<file path="src/rtl/pcl_pkg.sv">
package pcl_pkg;
    // Progress of the key commit sequence
    typedef enum logic [1:0] {
        SEQ_IDLE    = 2'd0,
        SEQ_ARMED   = 2'd1,  // first write (key=1) accepted
        SEQ_CLEARED = 2'd2   // second write (key=0) accepted
    } seq_state_e;

    localparam int unsigned ADDR_LOCK    = 0;
    localparam int unsigned ADDR_MODE    = 1;
    localparam int unsigned ADDR_AF_BASE = 2;
endpackage

</file>
<file path="src/rtl/pcl_lock_seq.sv">
module pcl_lock_seq
    import pcl_pkg::*;
#(
    parameter int unsigned NUM_PINS = 16,
    parameter int unsigned DATA_W   = 32
) (
    input  logic                  clk,
    input  logic                  rst_n,
    input  logic                  wr_hit,
    input  logic [DATA_W/8-1:0]   wstrb,
    input  logic [DATA_W-1:0]     wdata,
    output logic [NUM_PINS-1:0]   lock_bits,
    output logic                  key_on
);
    localparam int unsigned KEY_BIT = NUM_PINS;

    typedef struct packed {
        seq_state_e           st;
        logic [NUM_PINS-1:0]  held;
        logic [NUM_PINS-1:0]  lock;
        logic                 key;
    } seq_t;

    seq_t s_d, s_q;

    logic                full_word;
    logic                key_in;
    logic [NUM_PINS-1:0] val_in;
    logic [NUM_PINS-1:0] byte_mask;

    always_comb begin
        full_word = &wstrb;
        key_in    = wdata[KEY_BIT];
        val_in    = wdata[NUM_PINS-1:0];
        for (int i = 0; i < NUM_PINS; i++) begin
            byte_mask[i] = wstrb[i/8];
        end

        s_d = s_q;
        if (wr_hit && !s_q.key) begin
            s_d.lock = (s_q.lock & ~byte_mask) | (val_in & byte_mask);
            unique case (s_q.st)
                SEQ_IDLE: begin
                    if (full_word && key_in) begin
                        s_d.st   = SEQ_ARMED;
                        s_d.held = val_in;
                    end
                end
                SEQ_ARMED: begin
                    if (full_word && !key_in && (val_in == s_q.held)) begin
                        s_d.st = SEQ_CLEARED;
                    end else begin
                        s_d.st = SEQ_IDLE;
                    end
                end
                SEQ_CLEARED: begin
                    s_d.st = SEQ_IDLE;
                    if (full_word && key_in && (val_in == s_q.held)) begin
                        s_d.key = 1'b1;
                    end
                end
                default: s_d.st = SEQ_IDLE;
            endcase
        end
    end

    always_ff @(posedge clk or negedge rst_n) begin
        if (!rst_n) begin
            s_q <= '0;
        end else begin
            s_q <= s_d;
        end
    end

    assign lock_bits = s_q.lock;
    assign key_on    = s_q.key;
endmodule

</file>
<file path="src/rtl/pcl_cfg_word.sv">
module pcl_cfg_word #(
    parameter int unsigned DATA_W  = 32,
    parameter int unsigned FIELD_W = 2
) (
    input  logic                          clk,
    input  logic                          rst_n,
    input  logic                          wr_hit,
    input  logic [DATA_W/8-1:0]           wstrb,
    input  logic [DATA_W-1:0]             wdata,
    input  logic [DATA_W/FIELD_W-1:0]     field_frozen,
    output logic [DATA_W-1:0]             word
);
    localparam int unsigned NUM_FIELDS = DATA_W / FIELD_W;
    localparam int unsigned STRB_W     = DATA_W / 8;

    logic [DATA_W-1:0] frz_bits;
    logic [DATA_W-1:0] strb_bits;
    logic [DATA_W-1:0] wr_bits;
    logic [DATA_W-1:0] word_d, word_q;

    for (genvar f = 0; f < NUM_FIELDS; f++) begin : g_field
        assign frz_bits[f*FIELD_W +: FIELD_W] = {FIELD_W{field_frozen[f]}};
    end

    for (genvar b = 0; b < STRB_W; b++) begin : g_byte
        assign strb_bits[b*8 +: 8] = {8{wstrb[b]}};
    end

    always_comb begin
        wr_bits = strb_bits & ~frz_bits;
        word_d  = word_q;
        if (wr_hit) begin
            word_d = (word_q & ~wr_bits) | (wdata & wr_bits);
        end
    end

    always_ff @(posedge clk or negedge rst_n) begin
        if (!rst_n) begin
            word_q <= '0;
        end else begin
            word_q <= word_d;
        end
    end

    assign word = word_q;
endmodule

</file>
<file path="src/rtl/pin_cfg_lock.sv">
module pin_cfg_lock
    import pcl_pkg::*;
#(
    parameter int unsigned NUM_PINS = 16,
    parameter int unsigned DATA_W   = 32,
    parameter int unsigned MODE_W   = 2,
    parameter int unsigned AF_W     = 4,
    parameter int unsigned ADDR_W   = 2
) (
    input  logic                  clk,
    input  logic                  rst_n,
    input  logic                  wr_en,
    input  logic                  rd_en,
    input  logic [ADDR_W-1:0]     addr,
    input  logic [DATA_W-1:0]     wdata,
    input  logic [DATA_W/8-1:0]   wstrb,
    output logic [DATA_W-1:0]     rdata,
    output logic [NUM_PINS-1:0]   pin_frozen
);
    localparam int unsigned AF_PER_WORD = DATA_W / AF_W;
    localparam int unsigned AF_WORDS    = NUM_PINS / AF_PER_WORD;

    logic [NUM_PINS-1:0] lock_bits;
    logic                key_on;
    logic [DATA_W-1:0]   mode_word;
    logic [DATA_W-1:0]   af_word [AF_WORDS];
    logic [DATA_W-1:0]   lock_word;
    logic [DATA_W-1:0]   rd_sel;
    logic [DATA_W-1:0]   rdata_d, rdata_q;

    pcl_lock_seq #(
        .NUM_PINS (NUM_PINS),
        .DATA_W   (DATA_W)
    ) u_seq (
        .clk       (clk),
        .rst_n     (rst_n),
        .wr_hit    (wr_en && (addr == ADDR_W'(ADDR_LOCK))),
        .wstrb     (wstrb),
        .wdata     (wdata),
        .lock_bits (lock_bits),
        .key_on    (key_on)
    );

    assign pin_frozen = key_on ? lock_bits : '0;

    pcl_cfg_word #(
        .DATA_W  (DATA_W),
        .FIELD_W (MODE_W)
    ) u_mode (
        .clk          (clk),
        .rst_n        (rst_n),
        .wr_hit       (wr_en && (addr == ADDR_W'(ADDR_MODE))),
        .wstrb        (wstrb),
        .wdata        (wdata),
        .field_frozen (pin_frozen),
        .word         (mode_word)
    );

    for (genvar w = 0; w < AF_WORDS; w++) begin : g_af
        pcl_cfg_word #(
            .DATA_W  (DATA_W),
            .FIELD_W (AF_W)
        ) u_af (
            .clk          (clk),
            .rst_n        (rst_n),
            .wr_hit       (wr_en && (addr == ADDR_W'(ADDR_AF_BASE + w))),
            .wstrb        (wstrb),
            .wdata        (wdata),
            .field_frozen (pin_frozen[w*AF_PER_WORD +: AF_PER_WORD]),
            .word         (af_word[w])
        );
    end

    always_comb begin
        lock_word                 = '0;
        lock_word[NUM_PINS-1:0]   = lock_bits;
        lock_word[NUM_PINS]       = key_on;

        rd_sel = '0;
        if (addr == ADDR_W'(ADDR_LOCK)) begin
            rd_sel = lock_word;
        end
        if (addr == ADDR_W'(ADDR_MODE)) begin
            rd_sel = mode_word;
        end
        for (int w = 0; w < AF_WORDS; w++) begin
            if (addr == ADDR_W'(ADDR_AF_BASE + w)) begin
                rd_sel = af_word[w];
            end
        end

        rdata_d = rd_en ? rd_sel : rdata_q;
    end

    always_ff @(posedge clk or negedge rst_n) begin
        if (!rst_n) begin
            rdata_q <= '0;
        end else begin
            rdata_q <= rdata_d;
        end
    end

    assign rdata = rdata_q;
endmodule

</file>
<file path="config.mk">
export PLATFORM = sky130hd
export DESIGN_NAME = pin_cfg_lock
export DESIGN_NICKNAME = d
export VERILOG_FILES = /design/src/rtl/pcl_pkg.sv /design/src/rtl/pcl_lock_seq.sv /design/src/rtl/pcl_cfg_word.sv /design/src/rtl/pin_cfg_lock.sv
export SDC_FILE = /design/constraint.sdc
export NUM_CORES = 1
export LEC_CHECK = 0
export ABC_CLOCK_PERIOD_IN_PS = 2300
export BUFFER_PORTS_ARGS = -buffer_cell sky130_fd_sc_hd__buf_2
export CORE_MARGIN = 2
export CORE_UTILIZATION = 50
export DETAILED_ROUTE_END_ITERATION = 8
export PLACE_DENSITY = 0.69
export SYNTH_ARGS = -nofsm -noshare
export SYNTH_HDL_FRONTEND = slang
export SYNTH_SLANG_ARGS = --single-unit
</file>
<file path="constraint.sdc">
create_clock -name clk -period 2.3 [get_ports clk]
set_clock_uncertainty 0.1 [all_clocks]
set_input_delay 0.345 -clock clk [delete_from_list [all_inputs] [get_ports clk]]
set_output_delay 0.345 -clock clk [all_outputs]
set_load 0.005 [all_outputs]
</file>
Yosys cells after proc, flatten, opt, wreduce, memory -nomap -nowiden
Index checks and enable logic that the tools add are counted.
{"block": "totals", "regBits": 163, "inputBits": 42, "word_cells": 62}
{"block": "classes", "n_eq_ne": 7, "mux": 8, "n_bitwise": 22, "reduce_logical": 17}
{"cell": "$and 32x32->32", "n": 9}
{"cell": "$not 32->32", "n": 6}
{"cell": "$mux 32", "n": 3}
{"cell": "$or 32x32->32", "n": 3}
{"cell": "$and 16x16->16", "n": 2}
{"cell": "$mux 18", "n": 1}
{"cell": "$mux 17", "n": 1}
{"cell": "$eq 16x16->1", "n": 1}
{"cell": "$mux 16", "n": 1}
{"cell": "$not 16->16", "n": 1}
{"cell": "$or 16x16->16", "n": 1}
{"cell": "$logic_and 1x1->1", "n": 9}
{"cell": "$eq 2x2->1 const B", "n": 3}
{"cell": "$reduce_and 3->1", "n": 2}
{"cell": "$eq 2x1->1 const B", "n": 2}
{"cell": "$logic_not 2->1", "n": 2}
{"cell": "$pmux 2 s2", "n": 1}
{"cell": "$reduce_and 4->1", "n": 1}
{"cell": "$logic_not 1->1", "n": 2}
{"cell": "$mux 2", "n": 1}
{"cell": "$ne 2x1->1 const B", "n": 1}
{"cell": "$reduce_and 2->1", "n": 1}

Logic depth before layout (Yosys ltp)
Gate-level depths: netlist of run 1.
{"block": "depth", "word_depth": 6, "depth_mapped": 5}

Cells and area by module
A second synthesis of run 1 with hierarchy kept.
{"block": "unflattened", "hier_cells": 564, "area_unflattened_um2": 7716.2}
{"mod": "pcl_cfg_word at g_af[0].u_af ...", "instances": 2, "cells_per_inst": 73, "area_each_um2": 1228.7, "seq_area_each_um2": 800.8}
{"mod": "pin_cfg_lock", "instances": 1, "cells_per_inst": 219, "area_each_um2": 2237.1, "seq_area_each_um2": 800.8}
{"mod": "pcl_lock_seq", "instances": 1, "cells_per_inst": 117, "area_each_um2": 1654.1, "seq_area_each_um2": 875.8}
{"mod": "pcl_cfg_word at u_mode", "instances": 1, "cells_per_inst": 82, "area_each_um2": 1367.6, "seq_area_each_um2": 800.8}

Worst setup path after synthesis of run 1
OpenSTA, ideal clock, no wires.
{"block": "synth_timing", "kind": "register -> register", "from": "register u_seq.s_q (netlist bit u_seq.key_on)", "to": "register u_seq.s_q[24] (netlist bit)", "arrival_time_ns": 1.704, "required_ns": 2.075, "path_slack_ns": 0.371, "path_stages_with_launch": 6, "synth_period_minus_slack_ns": 1.929, "path_cell_list": "dfrtp_1 -> nor4b_4 -> nand3_2 -> nor3_4 -> buf_6 -> mux2_2"}
{"block": "synth_via", "elab_chain_len": 3}
{"item": "start: declaration", "line": "pcl_lock_seq.sv:24", "text": "seq_t s_d, s_q;"}
{"item": "start signal: assignment", "line": "pcl_lock_seq.sv:69", "text": "s_q <= '0;"}
{"item": "start signal: assignment", "line": "pcl_lock_seq.sv:71", "text": "s_q <= s_d;"}
{"item": "$logic_not 1->1", "line": "pcl_lock_seq.sv:40", "text": "if (wr_hit && !s_q.key) begin"}
{"item": "$logic_and 1x1->1", "line": "pcl_lock_seq.sv:40"}
{"item": "$reduce_and 3->1 (no line)"}
Every way passes these cells.
A chain may end at the register's enable or synchronous reset.

Worst setup path in the final report of run 1
{"block": "layout_timing", "from": "register u_seq.s_q (netlist bit u_seq.key_on)", "to": "output pin_frozen[8]"}
{"block": "layout_via", "elab_chain_len": 1}
{"item": "$mux 16", "line": "pin_cfg_lock.sv:44", "text": "assign pin_frozen = key_on ? lock_bits : '0;"}
{"item": "end: declaration", "line": "pin_cfg_lock.sv:18", "text": "output logic [NUM_PINS-1:0] pin_frozen"}
Every way passes these cells.

==> impl_metrics.json, run 1 <==
{
  "layout.cells.most_common": "dfrtp_1",
  "grt_max_degree": 63,
  "finalSetupViolCount": 0,
  "synth_fp_nets": 547,
  "wl_per_cell_um": 20.1,
  "cts.clk_slew.worst_paths_ns": 0.06,
  "power.total_uw": 7890,
  "cp_max_fo": 19,
  "route.detailed.drc": 0,
  "cts_made_buffers": 17,
  "io_pins": 90,
  "synth-xor-area-share": 0.0195,
  "max_stage_delay_ns": 0.38,
  "rr_endpoint": "u_seq.s_q[18]$_DFFE_PN0P_",
  "crit_family": "buffers and inverters",
  "fin_util": 0.610,
  "min_path_cells": 2,
  "crit_chain": "buf_4, and2_1, buf_2",
  "worst_setup_path_start_kind": "register",
  "syn_inst": 505,
  "h-tree-depth": 4,
  "tightest_slew_ns": 0.800,
  "ys.flop_type": "dfrtp_1",
  "antenna_found_initial": 0,
  "finalCritPeriodShare": 0.866,
  "synth_top_area_frac": 0.566,
  "drive_above_1_share": 0.506,
  "avgSynthCellArea_um2": 14.3,
  "routed_wl_um": 16200,
  "synth-compound-area-share": 0.0295,
  "n_antenna_cell": 0,
  "vias": 4569,
  "reg2reg_depth": 5,
  "power_density_mw_per_mm2": 924,
  "gp_congestion": 0.835,
  "path_buf_inv": 2,
  "outcome": "finished clean",
  "core_area_mm2": 0.0140,
  "insertion_delay_ns": 0.43,
  "ys_top_cells_by_area": "dfrtp_1 57%, mux2_2 25%, mux4_2 5.3%",
  "report.final.slew_viol_count": 0,
  "clk_path_buf_depth": 2,
  "initialDrtViolationCount": 224,
  "dieArea_mm2": 0.0154,
  "ant_nets": 0,
  "synthArstFlopShare": 1.00,
  "fmax_ghz": 0.502,
  "synth_top_family_by_area": "multiplexers",
  "grt_pass1_wl_um": 26300,
  "irDropWorstVdd_v": 0.000454,
  "grt_pass1_vias": 4858,
  "worst-r2r-setup-slack_ns": 0.34,
  "cp.required_ns": 1.86,
  "cap_violations": 0,
  "syn_area_mm2": 0.00720,
  "hold_viol_final": 0,
  "period_needed_ns": 1.99,
  "yosys.area.top_type": "dfrtp_1",
  "rsz0062_at_grt": "no",
  "worstSetupPathType": "reg2out",
  "synthDistinctLibCells": 29,
  "ys_warn_count": 0,
  "gr-usage-all-layers": 0.234,
  "die_h_um": 124,
  "final_cell_mix": "163 x dfrtp_1, 160 x mux2_2, 88 x buf_2",
  "start_util": 0.515,
  "dp_hpwl_um": 11500,
  "r2r_start": "u_seq.key_on$_DFFE_PN0P_",
  "synth-simple-area-share": 0.0665,
  "synthAdderAreaFrac": 0,
  "synth_edf_count": 0,
  "finalSetupTns_ns": 0,
  "hp-class": "in2reg",
  "postCtsSetupBuffers": 0,
  "hold_start": "wdata[22]",
  "drtPass1Iterations": 4,
  "cts-root-buf": "clkbuf_16",
  "via_per_inst": 5.69,
  "power_leakage_uw": 0.00389,
  "max_slew_margin": 0.464,
  "fin_nets": 652,
  "grt-ovfl-total": 0,
  "io_buffers": 89,
  "die_w_um": 124,
  "rows": 43,
  "hold_slack_ns": 0.0763,
  "yosysSeqAreaShare": 0.566,
  "clock_sinks": 163,
  "synth_mux_area_frac": 0.303,
  "cp.arrival_ns": 1.55,
  "cts_tree": "done",
  "cp_slowest_cell": "dfrtp_1",
  "area_growth_pct": 18.6,
  "end_kind": "primary output",
  "ys_ff_latch": 163
}
cell usage after synthesis, types with 2 or more instances:
library cell  instances
inv_1                 8
buf_1                 2
and3_1                2
nand4_1               4
nand2b_1              9
nand2_1              23
dfrtp_1             163
a22oi_1              15
mux2_2              160
buf_2                 4
a21oi_1              15
mux4_2               17
clkbuf_1             10
nor2_1               25
nand3_1               8
and2_1               12
xnor2_1              16
repair_timing:
action | 4_1_cts | 5_1_grt
hold endpoints to repair | 58 | 0
resized for setup | 0 | 0
hold buffers | 1 | 0
logic make-up after synthesis:
| family | count (synthesis) |
|---|---|
| simple gates | 91 |
| flops | 163 |
| xor+xnor | 16 |
| mux | 177 |
| compound gates | 33 |
| buf+inv | 25 |
worst max path at each step:
stage	start	endpoint	slack [ns]	cells past startpoint
global route	u_seq.key_on$_DFFE_PN0P_	pin_frozen[5]	0.25	4
finish	u_seq.key_on$_DFFE_PN0P_	pin_frozen[8]	0.31	3
global placement	addr[0]	rdata[20]$_DFFE_PN0P_	0.15	4
CTS	u_seq.key_on$_DFFE_PN0P_	pin_frozen[8]	0.29	3
detailed placement	addr[0]	rdata[23]$_DFFE_PN0P_	0.06	4
floorplan	u_seq.key_on$_DFFE_PN0P_	u_seq.s_q[24]$_DFFE_PN0P_	0.37	5
metal layers:
metal	GRT usage	routed length, µm	vias up
li1	-	-	2043
met1	0.307	6980	2379
met2	0.384	8090	116
met3	0.0481	738	31
met4	0.0948	346	0
met5	0	0	-
where the power goes:
part           internal [µW]  switching, µW
sequential              3460            304
clock                   1740           1120
combinational            780            482
total                   5980           1910
stage by stage:
stage | area [µm²] | worst slack (ns) | std cells
final | 8540 | 0.308 | 803
after global routing | 8540 | 0.250 | 803
after CTS | 8540 | 0.294 | 803
after detailed placement | 7930 | 0.0589 | 770
after global placement | 7930 | 0.145 | 770
after floorplan | 7200 | 0.371 | 505
worst register-to-register path, stage by stage, from the launching register on:
cell	delay (ns)
dfrtp_1	0.40
nor4b_4	0.34
nand3_2	0.17
nor3_4	0.19
buf_4	0.27
mux2_2	0.37
final cells by class:
| type | instances | area [µm²] |
|---|---|---|
| clock buffers | 20 | 447 |
| multi-input cells | 317 | 3020 |
| clock inverters | 12 | 155 |
| well taps | 180 | 225 |
| fillers | 1094 | 5450 |
| flip-flops and latches | 163 | 4080 |
| inverters | 8 | 30.0 |
| repair buffers | 103 | 584 |
(Power assumes the default switching activity.)
==> run 2: changes to the inputs <==
--- a/config.mk
+++ b/config.mk
@@ -13,4 +13,5 @@
 export PLACE_DENSITY = 0.69
 export SYNTH_ARGS = -nofsm -noshare
 export SYNTH_HDL_FRONTEND = slang
+export SYNTH_HIERARCHICAL = 1
 export SYNTH_SLANG_ARGS = --single-unit
==> impl_metrics.json, run 2 <==
{
  "ant_nets": 0,
  "start_util": 0.509,
  "path_buf_inv": 2,
  "synth_mux_area_frac": 0.260,
  "via_per_inst": 5.59,
  "ys.flop_type": "dfrtp_1",
  "insertion_delay_ns": 0.43,
  "rsz0062_at_grt": "no",
  "die_h_um": 128,
  "vias": 4792,
  "cp_slowest_cell": "dfrtp_1",
  "grt_pass1_wl_um": 28800,
  "ys_ff_latch": 163,
  "period_needed_ns": 1.93,
  "gr-usage-all-layers": 0.234,
  "initialDrtViolationCount": 281,
  "p_sw_frac": 0.250,
  "hold_viol_final": 0,
  "h-tree-depth": 4,
  "cts-root-buf": "clkbuf_16",
  "cts_made_buffers": 17,
  "fin_nets": 696,
  "core_area_mm2": 0.0151,
  "rows": 45,
  "max_slew_margin": 0.481,
  "drive_above_1_share": 0.477,
  "hold_slack_ns": 0.0748,
  "synthArstFlopShare": 1.00,
  "die_w_um": 128,
  "final_cells": 857,
  "place_area_mm2": 0.00834,
  "final_cell_mix": "163 x dfrtp_1, 134 x mux2_2, 88 x buf_2",
  "pwr-share-clk": 0.374,
  "synth-xor-area-share": 0.0182,
  "power.total_uw": 8100,
  "dp.cells": 822,
  "combPwrFrac": 0.162,
  "io_buffers": 89,
  "switchingPower_uw": 2030,
  "outcome": "finished clean",
  "design_area_mm2": 0.00899,
  "drtPass1Iterations": 4,
  "gp_congestion": 0.775,
  "synth-simple-area-share": 0.0892,
  "grt_max_degree": 60,
  "power_density_mw_per_mm2": 901,
  "ys_warn_count": 6,
  "crit_family": "buffers and inverters",
  "synth_top_area_frac": 0.529,
  "dieArea_mm2": 0.0164,
  "clock_sinks": 163,
  "end_kind": "primary output",
  "ys_top_cells_by_area": "dfrtp_1 53%, mux2_2 21%, nand3b_1 2.3%",
  "yosys.area.top_type": "dfrtp_1",
  "finalCritPeriodShare": 0.839,
  "tightest_slew_ns": 0.778,
  "power_leakage_uw": 0.00413,
  "dp_hpwl_um": 12600,
  "crit_chain": "buf_4, and2_1, buf_2",
  "area_growth_pct": 16.5,
  "synth_top_family_by_area": "multiplexers",
  "ctsResizeCount": 0,
  "max_stage_delay_ns": 0.35,
  "fmax_ghz": 0.518,
  "cp_max_fo": 20,
  "cap_violations": 0,
  "finalSetupViolCount": 0,
  "postCtsSetupBuffers": 0,
  "synthAdderAreaFrac": 0,
  "route.detailed.drc": 0,
  "antenna_found_initial": 2,
  "worstSetupPathType": "reg2out",
  "synth.most_common_cell": "dfrtp_1",
  "clk_path_buf_depth": 2,
  "p_seq_frac": 0.464,
  "grt-ovfl-total": 0,
  "cp.arrival_ns": 1.48,
  "holdBufCountCts": 1,
  "cts_tree": "done",
  "synth_fp_nets": 606,
  "avgSynthCellArea_um2": 13.7,
  "grt_pass1_vias": 5134,
  "wl_per_cell_um": 20.9,
  "io_pins": 90,
  "report.final.slew_viol_count": 0,
  "syn_area_mm2": 0.00772,
  "fin_util": 0.593,
  "yosysSeqAreaShare": 0.529,
  "worst_setup_path_start_kind": "register",
  "cts.clk_slew.worst_paths_ns": 0.06,
  "hp-class": "in2reg",
  "synth_commonest_cells": "163 x dfrtp_1, 143 x mux2_2, 24 x nand3b_1, 20 x buf_4, 19 x nand2_1",
  "routed_wl_um": 17900,
  "synthDistinctLibCells": 38,
  "synth-compound-area-share": 0.0532,
  "synth_edf_count": 0,
  "syn_inst": 564,
  "irDropWorstVdd_v": 0.000636,
  "layout.cells.most_common": "dfrtp_1",
  "intPower_uw": 6070,
  "cp.required_ns": 1.86
}
[run 2: cell types whose count changed after synthesis, sizes merged, moves of 8 or more]
cell | before | now
buf | 7 | 33
inv | 8 | 17
mux2i | 0 | 17
mux4 | 17 | 0
nand2b | 9 | 1
nand3 | 9 | 1
nand3b | 0 | 35
nor2 | 25 | 17
o221ai | 0 | 17
[run 2: per-stage QoR]
step           setup TNS [ns]  setup slack, ns
6_report                    0            0.370
5_1_grt                     0            0.316
4_1_cts                     0            0.331
3_5_place_dp                0           0.0187
3_3_place_gp                0           0.0545
2_1_floorplan           -4.53           -0.343
[run 2: power groups by stage]
| stage | Clock (µW) | Sequential (µW) | Combinational [µW] |
|---|---|---|---|
| 2_1_floorplan | 0 | 3700 | 996 |
| 3_5_place_dp | 0 | 3800 | 1320 |
| 5_1_grt | 3210 | 3830 | 1450 |
| 4_1_cts | 3080 | 3760 | 1330 |
| 3_3_place_gp | 0 | 3770 | 1270 |
| 6_report | 3030 | 3760 | 1310 |
[run 2: layer usage]
metal	GRT usage	vias to the layer above	wire length, µm
met5	0	-	0
met4	0.0827	0	355
met1	0.316	2459	8040
li1	-	2197	-
met2	0.373	106	8810
met3	0.0518	30	710
[run 2: cell families (layout without fill, tap and decap cells)]
group | count (synthesis) | after routing
AO/OA/AOI/OAI | 50 | 50
XOR/XNOR | 16 | 16
buffers and inverters | 56 | 159
flip-flops | 163 | 163
multiplexers | 177 | 177
other | 0 | 2
AND/OR/NAND/NOR | 102 | 102
[run 2: area by class of cell]
type	count	area [µm²]
antenna	2	5.00
clock buffer	20	457
clock inverter	12	180
timing repair buffer	110	674
multi-input combinational	345	3290
inverter	17	63.8
sequential	163	4080
fill	1223	6160
tap	188	235
[run 2: path summary, 6_finish.rpt]
check | slack (ns) | endpoint | startpoint | cells past startpoint
max | 0.37 | pin_frozen[5] | u_seq/key_on$_DFFE_PN0P_ | 3
min | 0.07 | register | wdata[24] | 2
max reg2reg | 0.39 | u_seq/s_q[32]$_DFFE_PN0P_ | u_seq/key_on$_DFFE_PN0P_ | 5
min reg2reg | 0.39 | register | register | 1
max in group asynchronous | 1.08 | async pin | rst_n | 3
min in group asynchronous | 0.37 | rdata[18]$_DFFE_PN0P_ | rst_n | 2
